<file path="src/rtl/ethctl_pkg.sv">
package ethctl_pkg;
    typedef enum logic [1:0] {
        ST_OFF   = 2'd0,
        ST_ON    = 2'd1,
        ST_DRAIN = 2'd2,
        ST_LRST  = 2'd3
    } ctl_state_t;
endpackage

</file>
<file path="src/rtl/ethctl_rst_timer.sv">
module ethctl_rst_timer #(
    parameter int RST_CYCLES = 8
) (
    input  logic clk,
    input  logic rst_n,
    input  logic active,
    output logic last
);
    localparam int CNT_W = (RST_CYCLES > 2) ? $clog2(RST_CYCLES) : 1;
    localparam logic [CNT_W-1:0] LAST_CNT = CNT_W'(RST_CYCLES - 1);

    logic [CNT_W-1:0] cnt;

    always_ff @(posedge clk or negedge rst_n) begin
        if (!rst_n)
            cnt <= '0;
        else if (!active || last)
            cnt <= '0;
        else
            cnt <= cnt + 1'b1;
    end

    assign last = active && (cnt == LAST_CNT);

    AST_CNT_STEP: assert property (@(posedge clk) disable iff (!rst_n)
        (active && !last) |=> (cnt != '0)) else $error("counter stalled");
endmodule

</file>
<file path="src/rtl/ethctl_fsm.sv">
module ethctl_fsm
    import ethctl_pkg::*;
(
    input  logic       clk,
    input  logic       rst_n,
    input  logic       cfg_wr,
    input  logic       cfg_enable,
    input  logic       cfg_lrst,
    input  logic       bus_err,
    input  logic       tx_busy,
    input  logic       crc_done,
    input  logic       lrst_last,
    output ctl_state_t state
);
    ctl_state_t nxt;
    logic       wr_reset, wr_on, wr_off;

    assign wr_reset = cfg_wr && cfg_lrst;
    assign wr_on    = cfg_wr && !cfg_lrst && cfg_enable;
    assign wr_off   = cfg_wr && !cfg_lrst && !cfg_enable;

    always_ff @(posedge clk or negedge rst_n) begin
        if (!rst_n)
            state <= ST_OFF;
        else
            state <= nxt;
    end

    always_comb begin
        nxt = state;
        unique case (state)
            ST_LRST: begin
                if (lrst_last)
                    nxt = ST_OFF;
            end
            ST_OFF: begin
                if (wr_reset)
                    nxt = ST_LRST;
                else if (wr_on && !bus_err)
                    nxt = ST_ON;
            end
            ST_ON: begin
                if (wr_reset)
                    nxt = ST_LRST;
                else if (bus_err || wr_off)
                    nxt = tx_busy ? ST_DRAIN : ST_OFF;
            end
            ST_DRAIN: begin
                if (wr_reset)
                    nxt = ST_LRST;
                else if (crc_done)
                    nxt = ST_OFF;
            end
            default: nxt = ST_OFF;
        endcase
    end

    AST_BERR_WINS: assert property (@(posedge clk) disable iff (!rst_n)
        bus_err |=> (state != ST_ON)) else $error("enable survived bus error");
    AST_LRST_DEAF: assert property (@(posedge clk) disable iff (!rst_n)
        (state == ST_LRST && !lrst_last) |=> (state == ST_LRST)) else $error("reset cut short");
    AST_DRAIN_HOLD: assert property (@(posedge clk) disable iff (!rst_n)
        (state == ST_DRAIN && !crc_done && !wr_reset) |=> (state == ST_DRAIN)) else $error("drain left early");
    AST_LRST_ENTRY: assert property (@(posedge clk) disable iff (!rst_n)
        (state != ST_LRST && wr_reset) |=> (state == ST_LRST)) else $error("reset write lost");
endmodule

</file>
<file path="src/rtl/ethctl_strobe_dec.sv">
module ethctl_strobe_dec
    import ethctl_pkg::*;
(
    input  ctl_state_t state,
    output logic       mac_enable,
    output logic       lrst_busy,
    output logic       rx_run,
    output logic       tx_run,
    output logic       tx_bad_crc,
    output logic       bd_wb_inhibit,
    output logic       dma_hold_rst,
    output logic       lrst_active
);
    always_comb begin
        mac_enable    = 1'b0;
        lrst_busy     = 1'b0;
        rx_run        = 1'b0;
        tx_run        = 1'b0;
        tx_bad_crc    = 1'b0;
        bd_wb_inhibit = 1'b0;
        dma_hold_rst  = 1'b1;
        lrst_active   = 1'b0;
        unique case (state)
            ST_OFF: ;
            ST_ON: begin
                mac_enable   = 1'b1;
                rx_run       = 1'b1;
                tx_run       = 1'b1;
                dma_hold_rst = 1'b0;
            end
            ST_DRAIN: begin
                tx_run        = 1'b1;
                tx_bad_crc    = 1'b1;
                bd_wb_inhibit = 1'b1;
            end
            ST_LRST: begin
                lrst_busy   = 1'b1;
                lrst_active = 1'b1;
            end
            default: ;
        endcase
    end
endmodule

</file>
<file path="src/rtl/ethctl_enable_ctrl.sv">
module ethctl_enable_ctrl
    import ethctl_pkg::*;
#(
    parameter int RST_CYCLES = 8
) (
    input  logic clk,
    input  logic rst_n,
    input  logic cfg_wr,
    input  logic cfg_enable,
    input  logic cfg_lrst,
    input  logic bus_err,
    input  logic tx_busy,
    input  logic crc_done,
    output logic mac_enable,
    output logic lrst_busy,
    output logic rx_run,
    output logic tx_run,
    output logic tx_bad_crc,
    output logic bd_wb_inhibit,
    output logic dma_hold_rst,
    output logic lrst_active
);
    ctl_state_t state;
    logic       lrst_last;

    ethctl_rst_timer #(.RST_CYCLES(RST_CYCLES)) u_timer (
        .clk    (clk),
        .rst_n  (rst_n),
        .active (state == ST_LRST),
        .last   (lrst_last)
    );

    ethctl_fsm u_fsm (
        .clk        (clk),
        .rst_n      (rst_n),
        .cfg_wr     (cfg_wr),
        .cfg_enable (cfg_enable),
        .cfg_lrst   (cfg_lrst),
        .bus_err    (bus_err),
        .tx_busy    (tx_busy),
        .crc_done   (crc_done),
        .lrst_last  (lrst_last),
        .state      (state)
    );

    ethctl_strobe_dec u_dec (
        .state         (state),
        .mac_enable    (mac_enable),
        .lrst_busy     (lrst_busy),
        .rx_run        (rx_run),
        .tx_run        (tx_run),
        .tx_bad_crc    (tx_bad_crc),
        .bd_wb_inhibit (bd_wb_inhibit),
        .dma_hold_rst  (dma_hold_rst),
        .lrst_active   (lrst_active)
    );

    AST_RX_STOP_NOW: assert property (@(posedge clk) disable iff (!rst_n)
        (mac_enable && cfg_wr && !cfg_enable) |=> !rx_run) else $error("rx kept running");
    AST_HOLD_WHEN_OFF: assert property (@(posedge clk) disable iff (!rst_n)
        !mac_enable |-> dma_hold_rst) else $error("dma hold missing");
    AST_LRST_ABRUPT: assert property (@(posedge clk) disable iff (!rst_n)
        lrst_active |-> !(tx_run || tx_bad_crc || rx_run)) else $error("transfer during reset");
    AST_ONE_MODE: assert property (@(posedge clk) disable iff (!rst_n)
        $onehot0({mac_enable, tx_bad_crc, lrst_active})) else $error("modes overlap");
endmodule

</file>
<file path="config.mk">
export PLATFORM = sky130hd
export DESIGN_NAME = ethctl_enable_ctrl
export DESIGN_NICKNAME = d
export VERILOG_FILES = /design/src/rtl/ethctl_pkg.sv /design/src/rtl/ethctl_rst_timer.sv /design/src/rtl/ethctl_fsm.sv /design/src/rtl/ethctl_strobe_dec.sv /design/src/rtl/ethctl_enable_ctrl.sv
export SDC_FILE = /design/constraint.sdc
export NUM_CORES = 1
export LEC_CHECK = 0
export ABC_AREA = 1
export BUFFER_PORTS_ARGS = -buffer_cell sky130_fd_sc_hd__buf_4
export CAP_MARGIN = 20
export CORE_AREA = 2 2 39 41
export DETAILED_ROUTE_END_ITERATION = 16
export DIE_AREA = 0 0 41 43
export SLEW_MARGIN = 20
export SYNTH_ARGS = -nofsm -noshare
export SYNTH_HDL_FRONTEND = slang
export SYNTH_SLANG_ARGS = --single-unit
</file>
<file path="constraint.sdc">
create_clock -name clk -period 1.8 [get_ports clk]
set_clock_uncertainty 0.2 [all_clocks]
set_input_delay 0.09 -clock clk [delete_from_list [all_inputs] [get_ports clk]]
set_output_delay 0.09 -clock clk [all_outputs]
set_load 0.05 [all_outputs]
</file>
==> metrics.sh <==
NUMBER_OF_GLOBAL_ROUTE_VIAS_BEFORE_REPAIR=352
FIRST_PASS_GRT_WIRE_LENGTH_UM=1370
DETAIL_ROUTE.DRC_VIOLATIONS=0
CRITPATHREQUIREDTIME_PS=1730
DETAILEDROUTE.FIRSTPASSITERATIONCOUNT=3
PLACEMENTROWS=14
GP_CONGESTION=0.756
TIMING.FINAL.CRIT_PERIOD_PS=1600
PIN_COUNT=16
WORST_R2R_SETUP_SLACK_PS=200
ACHIEVABLE-FREQUENCY_MHz=626
YS_SEQ_AREA_SHARE_PCT=31.9
SYNTHESIS.INSTANCES=53
FINALMAXSLEWVIOLATIONS=0
HOLD_SLACK_PS=10.7
STATIC-LEAKAGE-POWER_nW=0.317
SYNTH_AREA_SQ_UM=392
CLK_TRANSITION_REPORTED_PATHS_PS=50
CLOCK_TREE_FROM_TRITONCTS='done'
REPORT.FINAL.HOLD_VIOL_COUNT=0
SETUP.WORST_PATH.END_CLASS='register'
TIMING.MAX_SLEW.REL_SLACK_PCT=84.9
PATH_CLASS='register to register'
NETS=86
CRIT_CHAIN='ha_1 -> ha_1 -> inv_1 -> nand2_1 -> nand2_1 -> inv_1 -> nand3_2 -> nand2_2 -> nand2_1 -> nand2_1'
TOTALNEGATIVESETUPSLACK_PS=0
OUTCOME='finished, final reports clean'
POWER.IR.VDD_WORST_V=0.000824
YS_FF_LATCH=5
YS.WARNINGS.COUNT=0
CPPEAKSTAGEDELAY_PS=370
GLOBALROUTE.TOTALOVERFLOW=0
NUMBER_OF_ANTENNA_VIOLATIONS_AT_THE_FIRST_CHECK_IN_GLOBAL_ROUTING=0
SYN-NUM-NETS=67
SLOWEST_CELL_ON_THE_CRITICAL_PATH='sky130_fd_sc_hd__dfrtp_1'
IO_BUFFERS=15
CTS_REPAIR_RESIZE_COUNT=0
SYNTH_CELL_TYPES=13
SYN_AVG_CELL_AREA_SQ_UM=7.39
CLK_LATENCY_PS=240
CTSLONGESTPATHBUFFERS=2
CRIT_TOP_CELL='sky130_fd_sc_hd__nand2_1'
DIE_WIDTH_UM=41
DETAIL-ROUTE-ANTENNA-NETS=0
WORST-SLEW-PIN-TRANSITION_PS=226
CAP_VIOL_MAX_COUNT=0
VIAS_PER_CELL=4.30
HPWLAFTERDP_UM=678
DIE-HEIGHT_UM=43
TIMING.HOLD.WORST.CLASS='primary input to register'
H-TREE-DEPTH=1
CLOCK_SINKS=5
CLK_ROOT_BUFFER_CELL='sky130_fd_sc_hd__clkbuf_4'
LAYOUT_WORST_PATH_CYCLE_SHARE_PCT=88.7
FLOORPLAN.INITIALDENSITY_PCT=28.3
CP_DATA_ARRIVAL_TIME_PS=1530
DRIVE_GT1_SHARE_PCT=33.8
FF_LATCH_AREA_SQ_UM=125
LARGEST_DELAY_CONTRIBUTOR_FAMILY_ON_THE_CRITICAL_PATH='simple AND/OR/NAND/NOR gates'
WL_UM=825
CRITPATHMAXFANOUT=5
NUM_VIAS=374
N_ANTENNA_CELL=0
CRITPATHLAUNCHTYPE='register'
SETUP_VIOL=0
AREA_GROWTH_PCT=44.1
MULTI_INPUT_AREA_SQ_UM=219
CORE_AREA_SQ_UM=1380
GR-USAGE-ALL-LAYERS_PCT=11.0
MAXIMUM_NUMBER_OF_PINS_ON_ONE_NET_BEFORE_GLOBAL_ROUTE_REPAIR=6
COUNT_OF_FILL_CELLS_ADDED_DURING_FILLER_INSERTION=148
POWER_DENSITY_nW_PER_UM2=1760
CTS_MADE_BUFFERS=3
CRIT_BUF_INV=2
ROUTED_WIRE_LENGTH_PER_INSTANCE_UM=9.48
DIE_AREA_SQ_UM=1760
SETUP_REPAIR_AFTER_GLOBAL_ROUTING_MISSED_ITS_MARGIN='false'
ITERATION_0_DRC_COUNT_OF_THE_DETAILED_ROUTER=1
-- what timing repair did --
item | 4_1_cts | 5_1_grt
buffers inserted | 0 | 0
hold endpoints to repair | 5 | 0
hold buffers | 2 | 0
-- synthesized netlist by cell type, drive strengths merged --
cell    instances  area [sq um]
ha              6          75.1
buf             3          22.5
nor2            8          30.0
a21o            1          7.51
dfrtp           5           125
nand2          13          51.3
a21oi           2          10.0
nand3b          1          7.51
inv            10          37.5
nand3           4          25.0
-- power by group --
group          total, mW  switching, mW  leakage, nW  internal, mW
clock              0.133         0.0489       0.0150        0.0840
sequential         0.170         0.0322       0.0672         0.138
combinational      0.688          0.468        0.234         0.220
total              0.991          0.549        0.317         0.442
-- worst register-to-register path: cells and delay by family (launching register included) --
| kind | cells | cell delay, ps |
|---|---|---|
| buf+inv | 2 | 90 |
| fa+ha+maj | 2 | 370 |
| simple gates | 6 | 450 |
| flops | 1 | 370 |
-- cells by family (layout without fill, tap and decap cells) --
group,count (synthesis),in the layout,share of synthesized area [%]
buffers and inverters,13,31,15.3
and+or+nand+nor,26,26,29.1
DFF,5,5,31.9
adders and majority gates,6,6,19.2
AOI/OAI and AO/OA,3,3,4.47
-- routing by layer --
| layer | track usage (%) | vias to the layer above | wire [um] |
|---|---|---|---|
| li1 | - | 196 | - |
| met1 | 13.8 | 170 | 380 |
| met2 | 18.1 | 6 | 407 |
| met3 | 0 | 2 | 17 |
| met4 | 6.00 | 0 | 19 |
| met5 | 0 | - | 0 |
-- cell usage in the layout, fill, tap and decap left out --
master                          instances
sky130_fd_sc_hd__clkbuf_4               3
sky130_fd_sc_hd__a21o_1                 1
sky130_fd_sc_hd__inv_2                  2
sky130_fd_sc_hd__clkinvlp_4             1
sky130_fd_sc_hd__dfrtp_1                5
sky130_fd_sc_hd__nand3_1                3
sky130_fd_sc_hd__nand2_1               12
sky130_fd_sc_hd__nand3_2                1
sky130_fd_sc_hd__nand3b_1               1
sky130_fd_sc_hd__buf_4                 15
sky130_fd_sc_hd__a21oi_1                2
sky130_fd_sc_hd__ha_1                   5
sky130_fd_sc_hd__dlygate4sd3_1          2
sky130_fd_sc_hd__clkbuf_1               1
sky130_fd_sc_hd__nand2_2                1
sky130_fd_sc_hd__nor2_1                 8
sky130_fd_sc_hd__inv_1                  7
sky130_fd_sc_hd__ha_4                   1
-- state kept, by name (all words and copies together) (netlist names) --
| signal | flops |
|---|---|
| u_fsm.state | 2 |
| u_timer.cnt | 3 |
-- per-stage QoR --
| step | cells | util (%) | area [sq um] | power, mW | worst slack, ps |
|---|---|---|---|---|---|
| 2_1_floorplan | 53 | - | 408 | 0.731 | 5.06 |
| 3_3_place_gp | 81 | 37.4 | 518 | 0.849 | 236 |
| 3_5_place_dp | 81 | 37.4 | 518 | 0.862 | 193 |
| 4_1_cts | 87 | 40.8 | 564 | 1.00 | 184 |
| 5_1_grt | 87 | 40.8 | 564 | 1.06 | 78.3 |
| 6_report | 87 | 40.8 | 564 | 0.991 | 203 |
-- area by class of cell --
| class | count | share of cell area (%) |
|---|---|---|
| Multi-Input combinational cell | 35 | 38.8 |
| Timing Repair Buffer | 17 | 23.5 |
| Sequential cell | 5 | 22.2 |
| Inverter | 10 | 7.32 |
| Clock buffer | 4 | 4.66 |
| Tap cell | 16 | 3.55 |
-- worst paths after layout --
check / end / cells past startpoint / startpoint
max: u_fsm.state[0]$_DFFE_PN0P_ / 10 / u_timer.cnt[0]$_DFF_PN0_
min: u_fsm.state[1]$_DFFE_PN0P_ / 5 / tx_busy
max reg2reg: u_fsm.state[0]$_DFFE_PN0P_ / 10 / u_timer.cnt[0]$_DFF_PN0_
min reg2reg: u_timer.cnt[0]$_DFF_PN0_ / 1 / u_timer.cnt[0]$_DFF_PN0_
max in group asynchronous: u_timer.cnt[0]$_DFF_PN0_ / 3 / rst_n
min in group asynchronous: u_timer.cnt[2]$_DFF_PN0_ / 3 / rst_n
No activity file was read; power rests on OpenSTA's default activity.
